`src/rtl/usbh_stat_pkg.sv`:
```
package usbh_stat_pkg;

   // word addresses
   localparam int CMD_ADDR  = 0;
   localparam int STS_ADDR  = 1;
   localparam int IE_ADDR   = 2;
   localparam int FIDX_ADDR = 3;

   // command word bits
   localparam int C_RUN     = 0;
   localparam int C_SIZE_LO = 2;
   localparam int C_PEN     = 4;
   localparam int C_AEN     = 5;
   localparam int C_DOOR    = 6;

   // status word bits
   localparam int S_EVT_LO  = 2;
   localparam int N_EVT     = 4;
   localparam int S_HALT    = 12;
   localparam int S_RECL    = 13;
   localparam int S_PSTS    = 14;
   localparam int S_ASTS    = 15;

   // event slot order inside the latched flag vector
   localparam int EV_PORT = 0;
   localparam int EV_ROLL = 1;
   localparam int EV_SERR = 2;
   localparam int EV_AADV = 3;

   typedef enum logic [1:0] {
      FL_1024  = 2'd0,
      FL_512   = 2'd1,
      FL_256   = 2'd2,
      FL_256_B = 2'd3
   } fl_size_e;

   // frame index bit whose toggle marks a wrap of the list
   function automatic int wrap_bit(fl_size_e sz);
      case (sz)
         FL_1024: return 13;
         FL_512:  return 12;
         default: return 11;
      endcase
   endfunction

endpackage

```
`src/rtl/usbh_lag_line.sv`:
```
module usbh_lag_line #(
   parameter int             W       = 1,
   parameter int             DEPTH   = 2,
   parameter logic [W-1:0]   RST_VAL = '0
) (
   input  logic         clk,
   input  logic         rst_n,
   input  logic [W-1:0] d_i,
   output logic [W-1:0] q_o
);

   if (DEPTH < 1) begin : g_bad_depth
      $error("usbh_lag_line: DEPTH must be at least 1");
   end
   if (W < 1) begin : g_bad_width
      $error("usbh_lag_line: W must be at least 1");
   end

   logic [W-1:0] stage [DEPTH];

   for (genvar g = 0; g < DEPTH; g++) begin : g_stage
      if (g == 0) begin : g_head
         always_ff @(posedge clk or negedge rst_n) begin
            if (!rst_n) stage[0] <= RST_VAL;
            else        stage[0] <= d_i;
         end
      end else begin : g_body
         always_ff @(posedge clk or negedge rst_n) begin
            if (!rst_n) stage[g] <= RST_VAL;
            else        stage[g] <= stage[g-1];
         end
      end
   end

   assign q_o = stage[DEPTH-1];

endmodule

```
`src/rtl/usbh_frame_ctr.sv`:
```
module usbh_frame_ctr
   import usbh_stat_pkg::*;
#(
   parameter int FIDX_W = 14
) (
   input  logic              clk,
   input  logic              rst_n,
   input  logic              adv_i,
   input  logic [1:0]        size_i,
   output logic [FIDX_W-1:0] fidx_o,
   output logic              wrap_o
);

   localparam int TOP_WRAP = 13;

   if (FIDX_W <= TOP_WRAP) begin : g_bad_width
      $error("usbh_frame_ctr: FIDX_W must exceed the highest wrap bit");
   end

   logic [FIDX_W-1:0] cnt_q;
   logic [FIDX_W-1:0] cnt_nx;
   int                wb;

   assign cnt_nx = cnt_q + FIDX_W'(1);
   assign wb     = wrap_bit(fl_size_e'(size_i));

   always_ff @(posedge clk or negedge rst_n) begin
      if (!rst_n)     cnt_q <= '0;
      else if (adv_i) cnt_q <= cnt_nx;
   end

   assign wrap_o = adv_i & (cnt_q[wb] ^ cnt_nx[wb]);
   assign fidx_o = cnt_q;

endmodule

```
`src/rtl/usbh_port_edge.sv`:
```
module usbh_port_edge #(
   parameter int NPORTS = 2
) (
   input  logic              clk,
   input  logic              rst_n,
   input  logic [NPORTS-1:0] chg_i,
   input  logic [NPORTS-1:0] owner_i,
   output logic              hit_o
);

   if (NPORTS < 1) begin : g_bad_ports
      $error("usbh_port_edge: NPORTS must be at least 1");
   end

   logic [NPORTS-1:0] prev_q;
   logic [NPORTS-1:0] rise;

   always_ff @(posedge clk or negedge rst_n) begin
      if (!rst_n) prev_q <= '0;
      else        prev_q <= chg_i;
   end

   for (genvar p = 0; p < NPORTS; p++) begin : g_port
      assign rise[p] = chg_i[p] & ~prev_q[p] & ~owner_i[p];
   end

   assign hit_o = |rise;

endmodule

```
`src/rtl/usbh_status_reg.sv`:
```
module usbh_status_reg
   import usbh_stat_pkg::*;
#(
   parameter int DATA_W = 32,
   parameter int ADDR_W = 2,
   parameter int NPORTS = 2,
   parameter int FIDX_W = 14,
   parameter int LAG    = 2
) (
   input  logic              clk,
   input  logic              rst_n,
   input  logic              wr_en_i,
   input  logic [ADDR_W-1:0] wr_addr_i,
   input  logic [DATA_W-1:0] wr_data_i,
   input  logic [ADDR_W-1:0] rd_addr_i,
   output logic [DATA_W-1:0] rd_data_o,
   input  logic              sys_err_i,
   input  logic              async_adv_i,
   input  logic              reclaim_i,
   input  logic              uframe_tick_i,
   input  logic [NPORTS-1:0] port_chg_i,
   input  logic [NPORTS-1:0] port_owner_i,
   output logic              irq_o
);

   localparam int EVT_HI = S_EVT_LO + N_EVT - 1;

   if (DATA_W < 16) begin : g_bad_data
      $error("usbh_status_reg: DATA_W must be at least 16");
   end
   if (ADDR_W < 2) begin : g_bad_addr
      $error("usbh_status_reg: ADDR_W must be at least 2");
   end
   if (FIDX_W > DATA_W) begin : g_bad_fidx
      $error("usbh_status_reg: FIDX_W must fit in a data word");
   end

   // write decode
   logic wr_cmd, wr_sts, wr_ie;
   assign wr_cmd = wr_en_i && (wr_addr_i == ADDR_W'(CMD_ADDR));
   assign wr_sts = wr_en_i && (wr_addr_i == ADDR_W'(STS_ADDR));
   assign wr_ie  = wr_en_i && (wr_addr_i == ADDR_W'(IE_ADDR));

   // command state
   logic       run_q, pen_q, aen_q, door_q;
   logic [1:0] size_q;
   logic       aadv_hit;

   assign aadv_hit = async_adv_i & door_q;

   always_ff @(posedge clk or negedge rst_n) begin
      if (!rst_n) begin
         run_q  <= 1'b0;
         pen_q  <= 1'b0;
         aen_q  <= 1'b0;
         size_q <= 2'd0;
      end else begin
         if (wr_cmd) begin
            run_q  <= wr_data_i[C_RUN];
            pen_q  <= wr_data_i[C_PEN];
            aen_q  <= wr_data_i[C_AEN];
            size_q <= wr_data_i[C_SIZE_LO +: 2];
         end
         if (sys_err_i) run_q <= 1'b0;
      end
   end

   always_ff @(posedge clk or negedge rst_n) begin
      if (!rst_n)                          door_q <= 1'b0;
      else if (wr_cmd && wr_data_i[C_DOOR]) door_q <= 1'b1;
      else if (aadv_hit)                   door_q <= 1'b0;
   end

   // halted tracking: stop completes LAG edges after run drops
   logic stop_seen;
   logic halted;

   usbh_lag_line #(.W(1), .DEPTH(LAG), .RST_VAL(1'b1)) u_halt_lag (
      .clk   (clk),
      .rst_n (rst_n),
      .d_i   (~run_q),
      .q_o   (stop_seen)
   );

   assign halted = ~run_q & stop_seen;

   // schedule status lags its enable
   logic [1:0] sched_sts;

   usbh_lag_line #(.W(2), .DEPTH(LAG), .RST_VAL(2'b00)) u_sched_lag (
      .clk   (clk),
      .rst_n (rst_n),
      .d_i   ({aen_q, pen_q}),
      .q_o   (sched_sts)
   );

   // frame index and wrap detection
   logic [FIDX_W-1:0] fidx;
   logic              wrap_ev;

   usbh_frame_ctr #(.FIDX_W(FIDX_W)) u_fctr (
      .clk    (clk),
      .rst_n  (rst_n),
      .adv_i  (uframe_tick_i & run_q & ~halted),
      .size_i (size_q),
      .fidx_o (fidx),
      .wrap_o (wrap_ev)
   );

   // port change edges
   logic port_ev;

   usbh_port_edge #(.NPORTS(NPORTS)) u_pedge (
      .clk     (clk),
      .rst_n   (rst_n),
      .chg_i   (port_chg_i),
      .owner_i (port_owner_i),
      .hit_o   (port_ev)
   );

   // latched event flags, write-one-to-clear, set wins
   logic [N_EVT-1:0] isr_q, ie_q, set_v, clr_v;

   always_comb begin
      set_v          = '0;
      set_v[EV_PORT] = port_ev;
      set_v[EV_ROLL] = wrap_ev;
      set_v[EV_SERR] = sys_err_i;
      set_v[EV_AADV] = aadv_hit;
      clr_v          = wr_sts ? wr_data_i[EVT_HI:S_EVT_LO] : '0;
   end

   always_ff @(posedge clk or negedge rst_n) begin
      if (!rst_n) begin
         isr_q <= '0;
      end else begin
         for (int b = 0; b < N_EVT; b++) begin
            if (set_v[b])      isr_q[b] <= 1'b1;
            else if (clr_v[b]) isr_q[b] <= 1'b0;
         end
      end
   end

   always_ff @(posedge clk or negedge rst_n) begin
      if (!rst_n)     ie_q <= '0;
      else if (wr_ie) ie_q <= wr_data_i[EVT_HI:S_EVT_LO];
   end

   assign irq_o = |(isr_q & ie_q);

   // read words
   logic [DATA_W-1:0] sts_word, cmd_word, ie_word;

   always_comb begin
      sts_word                    = '0;
      sts_word[EVT_HI:S_EVT_LO]   = isr_q;
      sts_word[S_HALT]            = halted;
      sts_word[S_RECL]            = reclaim_i;
      sts_word[S_PSTS]            = sched_sts[0];
      sts_word[S_ASTS]            = sched_sts[1];

      cmd_word                    = '0;
      cmd_word[C_RUN]             = run_q;
      cmd_word[C_SIZE_LO +: 2]    = size_q;
      cmd_word[C_PEN]             = pen_q;
      cmd_word[C_AEN]             = aen_q;
      cmd_word[C_DOOR]            = door_q;

      ie_word                     = '0;
      ie_word[EVT_HI:S_EVT_LO]    = ie_q;
   end

   always_comb begin
      case (rd_addr_i)
         ADDR_W'(CMD_ADDR):  rd_data_o = cmd_word;
         ADDR_W'(STS_ADDR):  rd_data_o = sts_word;
         ADDR_W'(IE_ADDR):   rd_data_o = ie_word;
         ADDR_W'(FIDX_ADDR): rd_data_o = DATA_W'(fidx);
         default:            rd_data_o = '0;
      endcase
   end

   logic unused_wr_bits;
   assign unused_wr_bits = ^{wr_data_i[DATA_W-1:C_DOOR+1], wr_data_i[1]};

endmodule

```
`config.mk`:
```
export PLATFORM = sky130hd
export DESIGN_NAME = usbh_status_reg
export DESIGN_NICKNAME = d
export VERILOG_FILES = /design/src/rtl/usbh_stat_pkg.sv /design/src/rtl/usbh_lag_line.sv /design/src/rtl/usbh_frame_ctr.sv /design/src/rtl/usbh_port_edge.sv /design/src/rtl/usbh_status_reg.sv
export SDC_FILE = /design/constraint.sdc
export NUM_CORES = 1
export LEC_CHECK = 0
export ABC_AREA = 1
export BUFFER_PORTS_ARGS = -buffer_cell sky130_fd_sc_hd__buf_4
export CAP_MARGIN = 5
export CORE_UTILIZATION = 43
export DETAILED_ROUTE_END_ITERATION = 7
export MAX_ROUTING_LAYER = met4
export PLACE_DENSITY = 0.78
export SYNTH_ARGS = -nofsm -noshare
export SYNTH_HDL_FRONTEND = slang
export SYNTH_SLANG_ARGS = --single-unit
```
`constraint.sdc`:
```
create_clock -name clk -period 1.2 [get_ports clk]
set_input_delay 0.18 -clock clk [delete_from_list [all_inputs] [get_ports clk]]
set_output_delay 0.18 -clock clk [all_outputs]
set_load 0.03 [all_outputs]
```
# Word-level counts from Yosys, hierarchy flattened
# Cells that the tools add are included.
[totals] word_cells=77 output_inout_bits=33 ff_bits=36 input_bits=47
[op_classes] order_cmp=1 n_eq_ne=6 reduce_logical=15 addsub=1 bitwise_logic=17 muxes=21
[op_table] operator="one-hot mux 32 bit (4 select lines)" count=1
[op_table] operator="2-to-1 mux 1 bit" count=16
[op_table] operator="adder 14 x 1 -> 14 bit (second input constant)" count=1
[op_table] operator="nonzero test 2 bit" count=6
[op_table] operator="bitwise AND 1 bit" count=9
[op_table] operator="binary-select mux 1 bit (select 4 bit)" count=2
[op_table] operator="== test 2 x 1 -> 1 bit (second input constant)" count=3
[op_table] operator="== test 2 bit (second input constant)" count=3
[op_table] operator="logical NOT 2 bit" count=3
[op_table] operator="inverter 1 bit" count=6
[op_table] operator="one-hot mux 3 bit (2 select lines)" count=1
[op_table] operator="< comparator 4 x 5 -> 1 bit (second input constant)" count=1
[op_table] operator="bitwise AND 4 bit" count=1
[op_table] operator="logical AND 1 bit" count=4
[op_table] operator="2-to-1 mux 4 bit" count=1
[op_table] operator="OR reduction 4 bit" count=1
[op_table] operator="OR reduction 2 bit" count=1
[op_table] operator="bitwise XOR 1 bit" count=1

# Depth between registers and ports, before layout
[depth] word_depth=8 depth_mapped=11

# Hierarchy
# A second synthesis with hierarchy kept.
[hier_totals] hier_cells=253 area_unflattened_um2=2064.5
[modules_own_cells] module="usbh_status_reg" area_per_inst_um2=1013.5 cells_per_inst=143 n_inst=1
[modules_own_cells] module="usbh_frame_ctr" area_per_inst_um2=804.5 cells_per_inst=93 n_inst=1
[modules_own_cells] module="usbh_lag_line at u_sched_lag" area_per_inst_um2=115.1 cells_per_inst=6 n_inst=1
[modules_own_cells] module="usbh_port_edge" area_per_inst_um2=78.8 cells_per_inst=9 n_inst=1
[modules_own_cells] module="usbh_lag_line at u_halt_lag" area_per_inst_um2=52.6 cells_per_inst=2 n_inst=1

# Least setup slack after synthesis
# OpenSTA, ideal clock, no wires.
[synth_timing] path_kind="input to output" startpoint="in rd_addr_i[0]" endpoint="out rd_data_o[6]" path_slack_ns=-0.149 stages=3 n_path_buf=0 t_arrival_ns=1.169 cell_sequence="nor2_1 inv_1 o21ai_0"
[synth_between] elab_chain_len=2 elab_cells_between_ends=5 cone_classes="3 x eq/ne; 1 x mux; 1 x reduce/logical"
[synth_lines] element="from (decl)" line_no="usbh_status_reg.sv:15" source="input logic [ADDR_W-1:0] rd_addr_i,"
[synth_lines] element="== test 2 bit (tied with other cells)" line_no="usbh_status_reg.sv:174" source="case (rd_addr_i)"
[synth_lines] element="one-hot mux 32 bit (4 select lines) (*)" line_no="usbh_status_reg.sv:174"
[synth_lines] element="to (decl)" line_no="usbh_status_reg.sv:16" source="output logic [DATA_W-1:0] rd_data_o,"
# Every way passes the cells marked *; elsewhere a longest branch is shown, timed or not. The select of a mux whose other input is x is not followed.

# Worst setup path in the final report
[layout_timing] startpoint="reg u_fctr.cnt_q[1] (netlist: u_fctr.fidx_o[1])" endpoint="reg u_fctr.cnt_q[10] (netlist: u_fctr.fidx_o[10])"
[layout_between] elab_chain_len=1
[layout_lines] element="from (decl)" line_no="usbh_frame_ctr.sv:20" source="logic [FIDX_W-1:0] cnt_q;"
[layout_lines] element="from (signal assigned)" line_no="usbh_frame_ctr.sv:29" source="else if (adv_i) cnt_q <= cnt_nx;"
[layout_lines] element="adder 14 x 1 -> 14 bit" line_no="usbh_frame_ctr.sv:24" source="assign cnt_nx = cnt_q + FIDX_W'(1);"
# Every way passes these cells.
# A chain may end at the register's enable or synchronous reset.

==> flow_summary.yaml <==
timing:
  final.setup.tns_ns: -2.62
  finalSetupViolations: 20
  fin_hold_ws_ns: 0.0824
  hold_viol: 0
  period_share: 1.23
  slew_violations: 0
  fin_crit_ns: 1.48
  rsz0062_at_grt: "true"
  fmax_ghz: 0.678
  fin_ws_ns: -0.275
  finClkSkew_ns: 0.00627
worst_setup_path:
  path_delay_family: "simple AND/OR/NAND/NOR gates"
  crit_buf_inv: 1
  crit_arrival_ns: 1.66
  end_kind: "flop"
  crit_type: "reg2reg"
  crit_slowest_cell: "dfrtp_1"
  critPathLaunchType: "flop"
  required_ns: 1.38
  cp_max_fo: 4
  worstPathCellList: "ha_2 -> inv_2 -> nor2_4 -> nand4_1 -> nor2_2 -> nand3_1 -> xor2_1"
  max_stage_delay_ns: 0.38
floorplanning:
  core_um2: 4120
  num_rows: 23
  io_pins: 80
  fp.dieArea_um2: 4650
  die_w_um: 68.2
  initial_core_util: 0.458
  die_y_um: 68.2
power_and_ir_drop:
  switching_share: 0.358
  p_per_area_nw_per_um2: 1410
  switching_power_mw: 1.44
  power_frac_seq: 0.397
  leakagePower_nw: 1.43
  comb_power_share: 0.400
  p_int_mw: 2.58
  clockPowerShare: 0.202
  ir_worst_vdd_mv: 0.777
logic_synthesis:
  synthCells: 233
  synth.area.top_cells: "dfrtp_1 45%, nand2_1 10%, buf_4 6.4%, inv_1 6.4%, o21ai_0 4.8%"
  synth_cell_type_count: 26
  synth_top_area_share: 0.451
  synth_edf_count: 0
  yosysSeqAreaShare: 0.479
  netlist_top_cells_count: "51 x nand2_1, 34 x dfrtp_1, 32 x inv_1"
  synth.most_common_cell: "nand2_1"
  async_flop_share: 1.00
  yosys_warnings: 0
  ys.flop_type: "dfrtp_1"
  ys_seq_elements: 36
  synth_largest_area_cell: "dfrtp_1"
  synth.avg_cell_area_um2: 8.09
  syn_area_um2: 1890
clock_network:
  clkTransAtPathRegs_ns: 0.07
  htreeDepth: 2
  clock-sinks: 36
  cts_buffers: 5
  root_buffer: "clkbuf_8"
  cts_tree: "done"
  clk_latency_ns: 0.29
  clockBufferDepth: 2
placement:
  hpwl_mm: 3.23
  gp_congestion: 0.835
  place_area_um2: 2390
  dp.cells: 348
  io_buffers: 37
final_layout:
  seq_area_um2: 903
  postLayoutCellArea_um2: 2850
  syn_to_final_growth_pct: 51.0
  nFillCells: 325
  diodes: 0
  fin_nets: 371
  multi_input_area_um2: 936
  fin_cells: 373
  postLayoutCoreUtil: 0.692
  layout-drive-gt1-share: 0.437
route:
  drt_iter0_drc: 59
  viasPerCell: 4.77
  vias: 1781
  drc: 0
  drtPass1Iterations: 4
  wirelength_mm: 4.73
  post_drt_wl_per_cell_um: 12.7
  antenna_left: 0
job:
  max_cap_viol_count: 0
run_status:
  violations: "negative setup slack"
  outcome: "finished with violations"
global_route:
  grt_pass1_vias: 1705
  antenna_found_initial: 0
  grt_overflow: 0
  grtUsageTotal: 0.223
  grt_pass1_wl_mm: 7.22
  grt_max_degree: 37
worst_hold_path:
  holdCritPathClass: "in2reg"
==> final timing paths <==
path	from	endpoint	slack, ns	cells after the start
worst min-delay path	async_adv_i	door_q	0.08	2
worst max-delay path	u_fctr.fidx_o[1]	u_fctr.fidx_o[10]	-0.28	7
worst min register to register	u_sched_lag.stage[2]	u_sched_lag.q_o[0]	0.35	0
worst max register to register	u_fctr.fidx_o[1]	u_fctr.fidx_o[10]	-0.28	7
min in group asynchronous	rst_n	u_fctr.fidx_o[7]	0.39	2
max in group asynchronous	rst_n	u_halt_lag.stage[1]	0.46	2
==> placed cells by master, fill, tap and decap left out, types with 7 or more instances in the layout <==
cell type and n:
buf_4 61, nand2_1 42, dfrtp_1 34, buf_6 22, inv_1 21, nor2_1 16, conb_1 16, o21ai_0 15
nand3_1 11, xor2_1 10, inv_2 9, nand2_2 9, nor2_2 8, nand4_1 8, nand3_2 7
==> power groups by stage <==
stage,clock (mW),sequential (mW),combinational (mW)
after global placement,0,1.59,1.18
after CTS,0.833,1.58,1.44
final,0.812,1.59,1.61
after floorplan,0,1.58,0.692
after detailed placement,0,1.60,1.21
after global routing,0.882,1.62,1.75
==> metrics by stage <==
step	setup WS, ns	total power [mW]
after floorplan	-0.0852	2.27
after global placement	-0.156	2.77
after detailed placement	-0.182	2.81
after CTS	-0.192	3.86
after global routing	-0.357	4.25
final	-0.275	4.01
==> layout make-up <==
cell class / count / share of cell area
inverters: 33 / 0.0462
clock inverters: 1 / 0.00176
flip-flops and latches: 36 / 0.317
multi-input cells: 161 / 0.329
repair buffers: 86 / 0.258
clock buffers: 6 / 0.0255
well taps: 50 / 0.0220
==> worst reg2reg max path, cell delays in order (launching register included) <==
cell and delay (ns):
dfrtp_1 0.38, ha_2 0.19, inv_2 0.05, nor2_4 0.15, nand4_1 0.17, nor2_2 0.17
nand3_1 0.10, xor2_1 0.15
==> sequential cells by signal, indices dropped and copies added, names as in the netlist, 2 cells and up <==
| name | flops |
|---|---|
| size_q | 2 |
| u_pedge.prev_q | 2 |
| u_sched_lag.stage | 2 |
| u_sched_lag.q_o | 2 |
| ie_q | 4 |
| u_fctr.fidx_o | 14 |
| isr_q | 4 |
==> kinds of logic after synthesis <==
family,after synthesis,share of synthesized area
XOR/XNOR,10,0.0464
AND/OR/NAND/NOR,107,0.252
AO/OA/AOI/OAI,27,0.0803
flip-flops,36,0.479
adder cells (fa/ha/maj),1,0.00663
other,1,0.00199
buffers and inverters,51,0.133
==> routing by layer <==
metal  up-vias  global-route usage  routed length (um)  share of wire
li1        891                   -                   -              -
met1       825               0.252                1940           0.41
met4         0              0.0781                  61          0.013
met5         -                   -                   0              0
met2        59               0.386                2480           0.52
met3         6              0.0500                 251          0.053
==> timing repair <==
item	4_1_cts	5_1_grt
hold buffers	3	0
endpoints found under the setup margin	21	27
pin swaps	13	17
gates resized for setup	34	37
hold endpoints to repair	36	0
setup buffers	9	6
Power figures use the tool's default switching activity.
